[src/rtl/lsu_lane_pkg.sv]
package lsu_lane_pkg;
    typedef enum logic [1:0] {
        SZ_BYTE   = 2'b00,
        SZ_HALF   = 2'b01,
        SZ_WORD   = 2'b10,
        SZ_WORD_X = 2'b11
    } acc_size_t;

    typedef enum logic [1:0] {
        RSP_IDLE  = 2'b00,
        RSP_DATA  = 2'b01,
        RSP_FAULT = 2'b10
    } rsp_state_t;
endpackage

[src/rtl/lsu_align_chk.sv]
module lsu_align_chk
    import lsu_lane_pkg::*;
#(
    parameter int OFF_W = 2
) (
    input  acc_size_t        size,
    input  logic [OFF_W-1:0] off,
    output logic             misaligned
);
    always_comb begin
        unique case (size)
            SZ_BYTE: misaligned = 1'b0;
            SZ_HALF: misaligned = off[0];
            default: misaligned = |off;
        endcase
    end
endmodule

[src/rtl/lsu_store_steer.sv]
module lsu_store_steer
    import lsu_lane_pkg::*;
#(
    parameter int DATA_W = 32,
    localparam int LANES = DATA_W / 8,
    localparam int OFF_W = $clog2(LANES)
) (
    input  logic              en,
    input  acc_size_t         size,
    input  logic [OFF_W-1:0]  off,
    input  logic [DATA_W-1:0] sdata,
    output logic [DATA_W-1:0] wdata,
    output logic [LANES-1:0]  wstrb
);
    for (genvar i = 0; i < LANES; i++) begin : g_lane
        logic [7:0] lane_d;
        logic       lane_sel;
        always_comb begin
            unique case (size)
                SZ_BYTE: begin
                    lane_d   = sdata[7:0];
                    lane_sel = (off == OFF_W'(i));
                end
                SZ_HALF: begin
                    lane_d   = sdata[8*(i%2) +: 8];
                    lane_sel = (off[OFF_W-1:1] == (OFF_W-1)'(i/2));
                end
                default: begin
                    lane_d   = sdata[8*i +: 8];
                    lane_sel = 1'b1;
                end
            endcase
        end
        assign wdata[8*i +: 8] = lane_d;
        assign wstrb[i]        = en & lane_sel;
    end
endmodule

[src/rtl/lsu_load_extract.sv]
module lsu_load_extract
    import lsu_lane_pkg::*;
#(
    parameter int DATA_W = 32,
    localparam int LANES = DATA_W / 8,
    localparam int OFF_W = $clog2(LANES)
) (
    input  acc_size_t         size,
    input  logic [OFF_W-1:0]  off,
    input  logic              is_signed,
    input  logic [DATA_W-1:0] rdata,
    output logic [DATA_W-1:0] ext
);
    logic [DATA_W-1:0] shifted;

    assign shifted = rdata >> {off, 3'b000};

    always_comb begin
        unique case (size)
            SZ_BYTE: ext = {{(DATA_W-8){is_signed & shifted[7]}}, shifted[7:0]};
            SZ_HALF: ext = {{(DATA_W-16){is_signed & shifted[15]}}, shifted[15:0]};
            default: ext = rdata;
        endcase
    end
endmodule

[src/rtl/lsu_resp_fsm.sv]
module lsu_resp_fsm
    import lsu_lane_pkg::*;
#(
    parameter int DATA_W = 32
) (
    input  logic              clk,
    input  logic              rst_n,
    input  logic              req_valid,
    input  logic              req_write,
    input  logic              misaligned,
    input  logic [DATA_W-1:0] ext_data,
    output logic              load_valid,
    output logic              fault,
    output logic [DATA_W-1:0] load_data
);
    rsp_state_t        state_q, state_d;
    logic [DATA_W-1:0] data_q;

    always_comb begin
        if (!req_valid)      state_d = RSP_IDLE;
        else if (misaligned) state_d = RSP_FAULT;
        else if (!req_write) state_d = RSP_DATA;
        else                 state_d = RSP_IDLE;
    end

    always_ff @(posedge clk) begin
        if (!rst_n) begin
            state_q <= RSP_IDLE;
            data_q  <= '0;
        end else begin
            state_q <= state_d;
            if (state_d == RSP_DATA) data_q <= ext_data;
        end
    end

    always_comb begin
        unique case (state_q)
            RSP_IDLE:  begin load_valid = 1'b0; fault = 1'b0; end
            RSP_DATA:  begin load_valid = 1'b1; fault = 1'b0; end
            RSP_FAULT: begin load_valid = 1'b0; fault = 1'b1; end
            default:   begin load_valid = 1'b0; fault = 1'b0; end
        endcase
    end

    assign load_data = data_q;
endmodule

[src/rtl/lsu_lane_unit.sv]
module lsu_lane_unit
    import lsu_lane_pkg::*;
#(
    parameter int DATA_W = 32,
    parameter int ADDR_W = 32,
    localparam int LANES = DATA_W / 8,
    localparam int OFF_W = $clog2(LANES)
) (
    input  logic              clk,
    input  logic              rst_n,
    input  logic              req_valid,
    input  logic              req_write,
    input  logic [ADDR_W-1:0] req_addr,
    input  logic [1:0]        req_size,
    input  logic              req_signed,
    input  logic [DATA_W-1:0] store_data,
    input  logic [DATA_W-1:0] mem_rdata,
    output logic [DATA_W-1:0] mem_wdata,
    output logic [LANES-1:0]  mem_wstrb,
    output logic [DATA_W-1:0] load_data,
    output logic              load_valid,
    output logic              fault
);
    acc_size_t         size;
    logic [OFF_W-1:0]  off;
    logic              misaligned;
    logic              wr_en;
    logic [DATA_W-1:0] ext_data;

    assign size  = acc_size_t'(req_size);
    assign off   = req_addr[OFF_W-1:0];
    assign wr_en = req_valid & req_write & ~misaligned;

    lsu_align_chk #(.OFF_W(OFF_W)) align_i (
        .size(size), .off(off), .misaligned(misaligned)
    );

    lsu_store_steer #(.DATA_W(DATA_W)) steer_i (
        .en(wr_en), .size(size), .off(off), .sdata(store_data),
        .wdata(mem_wdata), .wstrb(mem_wstrb)
    );

    lsu_load_extract #(.DATA_W(DATA_W)) extract_i (
        .size(size), .off(off), .is_signed(req_signed),
        .rdata(mem_rdata), .ext(ext_data)
    );

    lsu_resp_fsm #(.DATA_W(DATA_W)) resp_i (
        .clk(clk), .rst_n(rst_n), .req_valid(req_valid), .req_write(req_write),
        .misaligned(misaligned), .ext_data(ext_data),
        .load_valid(load_valid), .fault(fault), .load_data(load_data)
    );

    AST_MISALIGN_NO_STRB: assert property (@(posedge clk) disable iff (!rst_n)
        (req_valid && misaligned) |-> (mem_wstrb == '0));
    AST_FAULT_CAUSE: assert property (@(posedge clk) disable iff (!rst_n)
        fault |-> $past(req_valid && misaligned));
    AST_VALID_CAUSE: assert property (@(posedge clk) disable iff (!rst_n)
        load_valid |-> $past(req_valid && !req_write && !misaligned));
    AST_IDLE_NO_STRB: assert property (@(posedge clk) disable iff (!rst_n)
        !req_valid |-> (mem_wstrb == '0));
    AST_STRB_COUNT: assert property (@(posedge clk) disable iff (!rst_n)
        (req_valid && req_write && !misaligned) |->
        ($countones(mem_wstrb) == ((size == SZ_BYTE) ? 1 : (size == SZ_HALF) ? 2 : LANES)));
endmodule

[config.mk]
export PLATFORM = sky130hd
export DESIGN_NAME = lsu_lane_unit
export DESIGN_NICKNAME = d
export VERILOG_FILES = /design/src/rtl/lsu_lane_pkg.sv /design/src/rtl/lsu_align_chk.sv /design/src/rtl/lsu_store_steer.sv /design/src/rtl/lsu_load_extract.sv /design/src/rtl/lsu_resp_fsm.sv /design/src/rtl/lsu_lane_unit.sv
export SDC_FILE = /design/constraint.sdc
export NUM_CORES = 1
export LEC_CHECK = 0
export BUFFER_PORTS_ARGS = -buffer_cell sky130_fd_sc_hd__clkbuf_2
export CORE_AREA = 3 3 73 92
export CTS_CLUSTER_SIZE = 25
export DETAILED_ROUTE_END_ITERATION = 10
export DIE_AREA = 0 0 76 95
export PLACE_DENSITY = 0.93
export SYNTH_ARGS = -nofsm -noshare
export SYNTH_HDL_FRONTEND = slang
export SYNTH_HIERARCHICAL = 1
export SYNTH_SLANG_ARGS = --single-unit
[constraint.sdc]
create_clock -name clk -period 3.4 [get_ports clk]
set_clock_uncertainty 0.15 [all_clocks]
set_input_delay 0.68 -clock clk [delete_from_list [all_inputs] [get_ports clk]]
set_output_delay 0.68 -clock clk [all_outputs]
set_load 0.03 [all_outputs]
==> impl_summary.md <==
Run status
The run finished with clean final reports.

Synth
The sequential fraction of the synthesis area is 25.6%. The synthesized netlist devotes 0% of its cell area to XOR and XNOR gates. Summing the areas of all fa, ha and maj instances in the mapped netlist gives 0% of the synthesized area. After technology mapping, the gate count stands at 327.

The synthesized netlist devotes 16.8% of its cell area to compound gates. The synthesized net count is 430. The count of synthesis-stage warnings from yosys is 6.

The average instance in the mapped netlist occupies 8.15 µm². Summing every instance area after synthesis gives 0.00266 mm². The register bit count reported by yosys is 34. In this run, distinct cell masters in the synthesized netlist total 36. The portion of synthesized area spent on multiplexers is 25.7%. The share of synthesized cell area in and, or, nand and nor gates is 21.1%.

The dominant combinational cell family by area after synthesis is multiplexers.

Route
The final layout contains routed wiring with a total length of 8.00 mm. The routed layout has 2772 vias. The routed length per instance is 15.1 µm. The detail route stage leaves a number of antenna-violating nets equal to 0.

The number of DRC violations after detailed routing is 0. The first TritonRoute pass finished after 4 iterations. The initial DRC count is 93. In the routed layout, each cell is associated on average with a via count of 5.23.

Layout
The layout cell share with drive strength beyond 1 is 39.5%. The layout net count is 550. Leaving out fill and tap cells, the most frequent cell in the layout is sky130_fd_sc_hd__clkbuf_2. The utilization of the core after routing is 57.1%. Leaving out filler cells and counting taps, the final layout contains 530.

The filler cells instantiated in the layout total 525. The number of diodes added for antenna fixing is 0. The final design area excluding fillers is 0.00335 mm². In the layout the commonest cells are sky130_fd_sc_hd__clkbuf_2, sky130_fd_sc_hd__nand2_1, sky130_fd_sc_hd__mux2i_1. From synthesis to final layout, the design area changed by 25.6%.

Place
Once detailed placement completed, the half-perimeter wirelength came to 6.20 mm. The count of port buffers added during placement is 142. The placer's final routability congestion estimate is 0.889. The number of cells after detailed placement is 522.

The worst slack after detailed placement is 0.550 ns. The instance area at placement is 0.00325 mm².

Clock tree
The clock net in this run drives a total of 34 sinks. The hold-fix buffer count after cts is 0. The longest clock path from root to sink contains 2 buffers.

Post-CTS timing repair inserted 0 buffers for setup. The depth of the CTS H-tree is 2. Buffers inserted during clock tree synthesis total 5. After clock tree synthesis, the clock-pin slew on the worst setup and hold paths is 0.07 ns. At the later pin of the worst-skew pair, clock insertion delay measures 0.29 ns. Gates resized during post-CTS repair numbered 0. TritonCTS built the clock tree. The cell sitting at the root of the clock tree is a sky130_fd_sc_hd__clkbuf_8.

Die
The standard-cell row count is 31. The floorplan step defined a die boundary enclosing 0.00722 mm². The number of placed I/O pins is 173. Once the floorplan was initialized, standard cells occupied 45.5% of the core.

The die is 95 µm tall. The die outline width is 76 µm. The placeable core area is 0.00586 mm².

Timing
The number of failing hold endpoints at the final stage is 0. The final hold slack is 0.305 ns. In this run the tightest slew margin relative to its limit is 45.1%. Static timing analysis puts the maximum clock frequency at 0.351 GHz. The count of pins over their slew limit was 0. After layout, the worst path uses 83.8% of the clock period.

Setup violations remaining at the end of the flow were counted as 0. Setup repair after global routing left no endpoint under its margin. The total negative setup slack is 0 ns.

At the pin with the least slew margin, the transition time is 0.823 ns. The minimum clock period after layout is 2.85 ns. Once routing completed, OpenROAD measured the worst setup slack at 0.550 ns.

Global route
The number of antenna violations at the first check in global routing is 0. The via count of the first global-routing pass was 2640. In the global route stage, overall resource usage came out at 21.1%. Entering global routing, the biggest net connects 47 pins. The aggregate global routing overflow is 0.

The first global-routing pass estimated 12.3 mm of wire.

Setup path
The critical path in this run is classified as in -> out. The maximum fanout encountered on the critical timing path is 22. The kind of start point of the critical path is an input port.

The data arrival time of the critical path is 2.02 ns. The required time at the worst-slack endpoint is 2.57 ns. The category of the worst setup path capture point is an output port. The worst reg-to-reg path cell count is 2.

Worst hold path
The worst hold path belongs to the class reg -> reg. The worst hold path passes through 2 cells.

Pwr
Dividing total power by cell area gives a power density of 337 mW/mm². The analysis attributes to cell leakage a power of 1.65 nW. The post-route total power is 1.13 mW.

The maximum vdd drop is 0.171 mV.

Flow run
Max-cap violations in this run came to 0.
-- layer usage --
layer	GRT usage [%]	up-vias	wire, µm
met4	11.3	0	305
met5	0	-	0
met2	36.5	112	3980
met1	24.1	1266	3170
li1	-	1368	-
met3	5.25	26	536
-- cells in the mapped netlist --
cell type	n	area, µm²
sky130_fd_sc_hd__nand2_1	101	379
sky130_fd_sc_hd__mux2i_1	47	470
sky130_fd_sc_hd__dfxtp_1	34	681
sky130_fd_sc_hd__mux2_2	17	191
sky130_fd_sc_hd__o21ai_0	15	75.1
sky130_fd_sc_hd__clkbuf_1	12	45.0
sky130_fd_sc_hd__buf_4	11	82.6
sky130_fd_sc_hd__o21ai_1	10	50.1
sky130_fd_sc_hd__nand3b_1	7	52.6
sky130_fd_sc_hd__o211a_1	7	70.1
sky130_fd_sc_hd__o31ai_1	7	52.6
sky130_fd_sc_hd__a22o_1	6	52.6
sky130_fd_sc_hd__nor2b_1	6	37.5
sky130_fd_sc_hd__o2bb2ai_1	6	52.6
sky130_fd_sc_hd__buf_6	5	56.3
sky130_fd_sc_hd__nor2_1	5	18.8
sky130_fd_sc_hd__a21oi_1	4	20.0
sky130_fd_sc_hd__buf_12	3	60.1
sky130_fd_sc_hd__buf_2	3	15.0
sky130_fd_sc_hd__inv_1	3	11.3
sky130_fd_sc_hd__a2bb2oi_1	2	17.5
sky130_fd_sc_hd__o21a_1	2	15.0
sky130_fd_sc_hd__a211oi_1	1	7.51
sky130_fd_sc_hd__a221oi_4	1	26.3
sky130_fd_sc_hd__and3_2	1	7.51
sky130_fd_sc_hd__and3b_1	1	8.76
sky130_fd_sc_hd__and4b_1	1	10.0
sky130_fd_sc_hd__buf_8	1	15.0
sky130_fd_sc_hd__clkinv_1	1	3.75
sky130_fd_sc_hd__mux4_2	1	22.5
sky130_fd_sc_hd__nand2b_1	1	6.26
sky130_fd_sc_hd__nand3_1	1	5.00
sky130_fd_sc_hd__nor2_8	1	20.0
sky130_fd_sc_hd__nor3_1	1	5.00
sky130_fd_sc_hd__nor3b_2	1	12.5
sky130_fd_sc_hd__o21bai_1	1	7.51
-- cell type report --
| cell class | instances | area, µm² | share of cell area, % |
|---|---|---|---|
| well taps | 82 | 103 | 3.07 |
| inverters | 4 | 15.0 | 0.449 |
| flip-flops and latches | 34 | 681 | 20.3 |
| clock inverters | 1 | 5.00 | 0.150 |
| clock buffers | 7 | 86.3 | 2.58 |
| repair buffers | 148 | 756 | 22.6 |
| multi-input cells | 254 | 1700 | 50.8 |
-- worst paths after layout --
path / from / endpoint / slack, ns
setup reg to reg: resp_i/load_data[9] / resp_i/load_data[9] / 2.57
hold reg to reg: resp_i/load_data[2] / resp_i/load_data[2] / 0.31
setup / recovery: req_addr[1] / mem_wstrb[2] / 0.55
hold / removal: resp_i/load_data[2] / resp_i/load_data[2] / 0.31
-- report_power, final --
part,switching [mW],internal (mW)
Sequential,0.00746,0.413
Combinational,0.250,0.144
Clock,0.149,0.163
-- sequential cells by signal, summed over array words and instances (netlist names) --
signal / flops
resp_i/state_q: 2
resp_i/load_data: 32
-- worst max-delay path, cell delays in order --
cell and delay (ns):
sky130_fd_sc_hd__clkbuf_2 0.10, sky130_fd_sc_hd__buf_4 0.26, sky130_fd_sc_hd__a21oi_1 0.10, sky130_fd_sc_hd__nor2_1 0.28, sky130_fd_sc_hd__and3b_1 0.26, sky130_fd_sc_hd__nor2b_1 0.14
sky130_fd_sc_hd__clkbuf_2 0.19
-- cell families (layout without fill, tap and decap cells) --
kind of cell	count (synthesis)	in the layout
muxes	65	65
AOI/OAI and AO/OA	62	62
DFF	34	34
and+or+nand+nor	127	127
buffers and inverters	39	160
(Power assumes the default switching activity.)
